### config.mk
export PLATFORM = sky130hd
export DESIGN_NAME = qfx_unit
export DESIGN_NICKNAME = d
export VERILOG_FILES = /design/src/rtl/qfx_pkg.sv /design/src/rtl/qfx_field_sel.sv /design/src/rtl/qfx_extract.sv /design/src/rtl/qfx_unit.sv
export SDC_FILE = /design/constraint.sdc
export NUM_CORES = 1
export LEC_CHECK = 0
export ABC_CLOCK_PERIOD_IN_PS = 5350
export BUFFER_PORTS_ARGS = -buffer_cell sky130_fd_sc_hd__buf_2
export CAP_MARGIN = 20
export CORE_MARGIN = 3
export CORE_UTILIZATION = 40
export CTS_CLUSTER_SIZE = 10
export DETAILED_ROUTE_END_ITERATION = 6
export PLACE_DENSITY = 0.76
export SETUP_SLACK_MARGIN = 0.02
export SYNTH_ARGS = -nofsm -noshare
export SYNTH_HDL_FRONTEND = slang
export SYNTH_SLANG_ARGS = --single-unit
### constraint.sdc
create_clock -name clk -period 5.35 [get_ports clk]
set_input_delay 0 -clock clk [delete_from_list [all_inputs] [get_ports clk]]
set_output_delay 0 -clock clk [all_outputs]
set_load 0.02 [all_outputs]
### src/rtl/qfx_pkg.sv
package qfx_pkg;

    localparam int QW_DEF    = 64;
    localparam int IMM_W_DEF = 8;

    typedef enum logic {
        SRC_IMM = 1'b0,
        SRC_OPD = 1'b1
    } qfx_src_e;

endpackage

### src/rtl/qfx_field_sel.sv
module qfx_field_sel #(
    parameter int QW      = qfx_pkg::QW_DEF,
    parameter int IMM_W   = qfx_pkg::IMM_W_DEF,
    parameter int LEN_LSB = 0,
    parameter int IDX_LSB = 8,
    localparam int POS_W  = $clog2(QW)
) (
    input  logic              mode,
    input  logic [QW-1:0]     ctl_lo,
    input  logic [IMM_W-1:0]  imm_len,
    input  logic [IMM_W-1:0]  imm_idx,
    output logic [POS_W-1:0]  len_code,
    output logic [POS_W-1:0]  start
);
    import qfx_pkg::*;

    logic [POS_W-1:0] opd_len;
    logic [POS_W-1:0] opd_idx;

    // Only the low POS_W bits of each carrier matter; the rest are ignored.
    assign opd_len = ctl_lo[LEN_LSB +: POS_W];
    assign opd_idx = ctl_lo[IDX_LSB +: POS_W];

    always_comb begin
        if (qfx_src_e'(mode) == SRC_OPD) begin
            len_code = opd_len;
            start    = opd_idx;
        end else begin
            len_code = imm_len[POS_W-1:0];
            start    = imm_idx[POS_W-1:0];
        end
    end

endmodule

### src/rtl/qfx_extract.sv
module qfx_extract #(
    parameter int QW     = qfx_pkg::QW_DEF,
    localparam int POS_W = $clog2(QW),
    localparam int CNT_W = POS_W + 1
) (
    input  logic [QW-1:0]    src_lo,
    input  logic [POS_W-1:0] len_code,
    input  logic [POS_W-1:0] start,
    output logic [QW-1:0]    field,
    output logic             undef
);
    localparam logic [CNT_W-1:0] QW_C = CNT_W'(QW);

    logic [CNT_W-1:0] eff_len;
    logic [CNT_W-1:0] mask_sh;
    logic [CNT_W-1:0] span;
    logic [QW-1:0]    shifted;
    logic [QW-1:0]    mask;

    // Length code zero selects the whole quadword.
    assign eff_len = (len_code == '0) ? QW_C : {1'b0, len_code};

    // Mask is narrowed from all-ones so no shift ever reaches QW.
    assign mask_sh = QW_C - eff_len;
    assign mask    = {QW{1'b1}} >> mask_sh;
    assign shifted = src_lo >> start;
    assign field   = shifted & mask;

    assign span  = {1'b0, start} + eff_len;
    assign undef = (span > QW_C);

endmodule

### src/rtl/qfx_unit.sv
module qfx_unit #(
    parameter int QW      = qfx_pkg::QW_DEF,
    parameter int IMM_W   = qfx_pkg::IMM_W_DEF,
    parameter int LEN_LSB = 0,
    parameter int IDX_LSB = 8,
    localparam int FULL_W = 2 * QW,
    localparam int POS_W  = $clog2(QW)
) (
    input  logic              clk,
    input  logic              rst_n,
    input  logic              in_valid,
    output logic              in_ready,
    input  logic              in_mode,
    input  logic [FULL_W-1:0] in_src,
    input  logic [FULL_W-1:0] in_ctl,
    input  logic [IMM_W-1:0]  in_imm_len,
    input  logic [IMM_W-1:0]  in_imm_idx,
    output logic              out_valid,
    input  logic              out_ready,
    output logic [FULL_W-1:0] out_data,
    output logic              out_undef
);

    typedef struct packed {
        logic              valid;
        logic              undef;
        logic [FULL_W-1:0] data;
    } state_t;

    state_t state_d;
    state_t state_q;

    logic [POS_W-1:0] len_code;
    logic [POS_W-1:0] start;
    logic [QW-1:0]    field;
    logic             span_bad;
    logic             accept;
    logic [QW-1:0]    ctl_hi_unused;

    assign ctl_hi_unused = in_ctl[FULL_W-1:QW];

    qfx_field_sel #(
        .QW      (QW),
        .IMM_W   (IMM_W),
        .LEN_LSB (LEN_LSB),
        .IDX_LSB (IDX_LSB)
    ) u_sel (
        .mode     (in_mode),
        .ctl_lo   (in_ctl[QW-1:0]),
        .imm_len  (in_imm_len),
        .imm_idx  (in_imm_idx),
        .len_code (len_code),
        .start    (start)
    );

    qfx_extract #(
        .QW (QW)
    ) u_ext (
        .src_lo   (in_src[QW-1:0]),
        .len_code (len_code),
        .start    (start),
        .field    (field),
        .undef    (span_bad)
    );

    assign in_ready = !state_q.valid || out_ready;
    assign accept   = in_valid && in_ready;

    always_comb begin
        state_d = state_q;
        if (accept) begin
            state_d.valid = 1'b1;
            state_d.undef = span_bad;
            state_d.data  = {in_src[FULL_W-1:QW], field};
        end else if (out_ready) begin
            state_d.valid = 1'b0;
        end
    end

    always_ff @(posedge clk) begin
        if (!rst_n) begin
            state_q <= '0;
        end else begin
            state_q <= state_d;
        end
    end

    assign out_valid = state_q.valid;
    assign out_undef = state_q.undef;
    assign out_data  = state_q.data;

endmodule

==> metrics <==
Setup Skew 0.00635 ns; Clock transition at path regs 0.06 ns; Min-Delay Path Class primary input to flip-flop; switching pwr 0.00118 W; Starting DRT DRC Count 1155; nets 1674; fillers 2098; Max-Cap Viols 0; wire length on met2 16.4 mm; Worst slew margin 30.6%; Pre-antenna DRT Iters 6; Pins Over Slew Limit 0; CTS resizes 0; layout cell share with drive strength beyond 1 30.0%; chip height 159 um; logic gate share of total power 33.2%; DR vias/cell 5.96; number of flops mapped to enable cells by yosys 0; clk buf depth 2; Synth warnings 0; core box area 22800 um^2; Clock Sinks 130; Seq pwr share 31.1%; # DRC 0; top sig layer met4; Worst Max-Slew Pin Slew 1.03 ns; Yosys reg bits 130; clock share of power 35.7%; first-pass GRT wire length 55.6 mm; mapped cell area 9390 um^2; Layout Cells excl Fill 1711; Final period util 60.8%; Final Hold Fails 0; vias 10200; gr ovfl total 0; diode count 0; Pleak 5.42 nW; final wirelength 36.3 mm; nature of the critical path endpoint flip-flop; Port Buf Inserts 287; DPL Wire Length 26.6 mm; hold depth 5; # placed instances 1613; cell count after synthesis 1083; most frequently used flop master after synthesis dfxtp_1; CP Max Fanout 24; Layout area overhead 30.7%; Hold Path Sink out_data[22]; cts bufs inserted 17; gpl congestion 0.960; CTS tree done; Pwr Total 0.00338 W; Worst R2R Start out_valid; status finished, final reports clean; root buf cell clkbuf_16; Int Power 0.00220 W; gr usage total 27.3%; fmax 0.308 GHz; HP Start in_imm_idx[5]; Power Dens Cells 276 nW/um^2; syn_nets 1371; Unique masters post-synth 71; row count 55; setup TNS 0 ns; initial core utilization 41.1%; Reg2Reg Depth 7; met3 routed WL 3.89 mm; H-tree depth 4; Sw Ratio 35.0%; critical path startpoint in_mode; RSZ-0062 raised after global routing false; fin crit period 3.25 ns; setup slack, reg-to-reg 2.92 ns; Peak supply drop 208 uV; die width 159 um; asr flop ratio synth 0%; synthesized area per cell 8.67 um^2; Die ar. 25300 um^2; Routed WL per cell 21.2 um; Required @ worst endpoint 5.62 ns; initial antenna violation count 0; R2R Path End out_data[55]; vias in the first global route 9262; post-synthesis sequential area ratio 27.7%; worst skew pair latency 0.41 ns; Worst setup SP type primary input; Critical Path AT 3.52 ns; crit path kind primary input to flip-flop; post-route ant nets 0; I/O pin cnt 408; Final Setup Violations 0; Post-Route M1 WL 15.0 mm; largest net degree at the start of global routing 93
[critical path: stages]
cell and delay (ns):
buf_2 0.51, mux2i_1 0.23, ha_1 0.32, nor4b_1 0.18, nor2_1 0.47, nor2_1 0.12
or2_2 0.36, inv_1 0.07, ha_1 0.22, a21o_1 0.17, a21oi_1 0.22, o21bai_1 0.09
a21oi_1 0.17, xnor2_1 0.08, nor3_1 0.19, o31ai_1 0.09
[what timing repair did]
action,CTS,global route
hold buffers,67,0
hold endpoints to repair,66,0
buffers inserted,0,0
[state kept, by name, indices dropped and copies added (netlist names)]
name	cells
out_valid	1
out_data	128
out_undef	1
[synth_stat cells, types with 5 or more instances]
library cell | instances | area, um^2
clkbuf_1 | 51 | 191
a221oi_1 | 19 | 166
a22oi_1 | 10 | 75.1
xnor2_1 | 6 | 52.6
nand3_1 | 23 | 115
and2_1 | 11 | 68.8
nor2b_1 | 8 | 50.1
a21o_1 | 9 | 67.6
a32oi_1 | 8 | 70.1
buf_4 | 6 | 45.0
and3_1 | 7 | 43.8
a22o_1 | 18 | 158
nand2b_1 | 6 | 37.5
nor3_1 | 11 | 55.1
a21boi_0 | 70 | 526
mux4_2 | 62 | 1400
mux2i_1 | 83 | 831
a21oi_1 | 48 | 240
dfxtp_1 | 130 | 2600
nor2_1 | 45 | 169
a211o_1 | 7 | 61.3
mux2_2 | 7 | 78.8
buf_1 | 7 | 26.3
nand2_1 | 236 | 886
a32o_1 | 5 | 50.1
o211ai_1 | 8 | 60.1
a211oi_1 | 9 | 67.6
buf_2 | 15 | 75.1
inv_1 | 17 | 63.8
buf_6 | 5 | 56.3
o31ai_1 | 13 | 97.6
o21ai_0 | 46 | 230
ha_1 | 10 | 125
o22ai_1 | 11 | 68.8
[layout by cell type (no fill, tap or decap), types with 5 or more instances in the layout]
master         count
buf_2            287
nand2_1          235
dfxtp_1          130
mux2i_1           80
a21boi_0          70
dlygate4sd3_1     67
mux4_2            62
a21oi_1           48
o21ai_0           46
nor2_1            44
nand3_1           23
a221oi_1          19
a22o_1            18
inv_1             17
clkbuf_16         17
o31ai_1           13
buf_4             13
nor3_1            11
o22ai_1           11
and2_1            10
a22oi_1           10
ha_1              10
a211oi_1           9
a21o_1             9
a32oi_1            8
nor2b_1            8
o211ai_1           8
mux2_2             7
and3_1             7
a211o_1            7
nand2b_1           6
xnor2_1            6
mux2i_4            5
a32o_1             5
inv_6              5
[power by group through the flow]
| stage | combinational (W) | sequential (W) | clock (W) |
|---|---|---|---|
| 2_1_floorplan | 0.000636 | 0.00114 | 0 |
| 3_3_place_gp | 0.00104 | 0.00107 | 0 |
| 3_5_place_dp | 0.00105 | 0.00107 | 0 |
| 4_1_cts | 0.00109 | 0.00105 | 0.00123 |
| 5_1_grt | 0.00120 | 0.00106 | 0.00127 |
| 6_report | 0.00112 | 0.00105 | 0.00121 |
[how the worst max path moves through the flow]
| stage | end | slack [ns] | cells past startpoint |
|---|---|---|---|
| finish | out_undef | 2.10 | 16 |
| detailed placement | out_undef | 1.66 | 16 |
| global route | out_undef | 1.68 | 17 |
| floorplan | out_undef | 2.18 | 18 |
| global placement | out_undef | 1.70 | 16 |
| CTS | out_undef | 2.08 | 16 |
[cell type report]
cell class,count,area (um^2),area share [%]
flip-flops and latches,130,2600,21.2
clock inverters,13,176,1.44
well taps,313,392,3.19
multi-input cells,849,6370,51.9
clock buffers,18,429,3.50
inverters,20,77.6,0.632
repair buffers,368,2220,18.1
[cells by family after synthesis]
group	after synthesis	synth area share (%)
simple gates	365	16.7
compound gates	312	23.4
mux	154	25.0
flops	130	27.7
buf+inv	104	5.03
fa+ha+maj	11	1.55
xor+xnor	7	0.653
[per-stage QoR]
stage,hold WS (ns),cell area (um^2),setup WS (ns),util [%]
6_report,0.184,12300,2.10,53.7
5_1_grt,0.208,12300,1.68,53.7
4_1_cts,0.163,12300,2.08,53.7
3_5_place_dp,0.260,11000,1.66,48.1
3_3_place_gp,0.254,11000,1.70,48.1
2_1_floorplan,0.139,9390,2.18,-
[routing by layer]
metal	global-route usage, %	up-vias
li1	-	4636
met1	37.2	4851
met2	42.8	652
met3	6.61	66
met4	8.64	0
met5	0	-
Note: power is estimated with default switching activity, not from simulation.
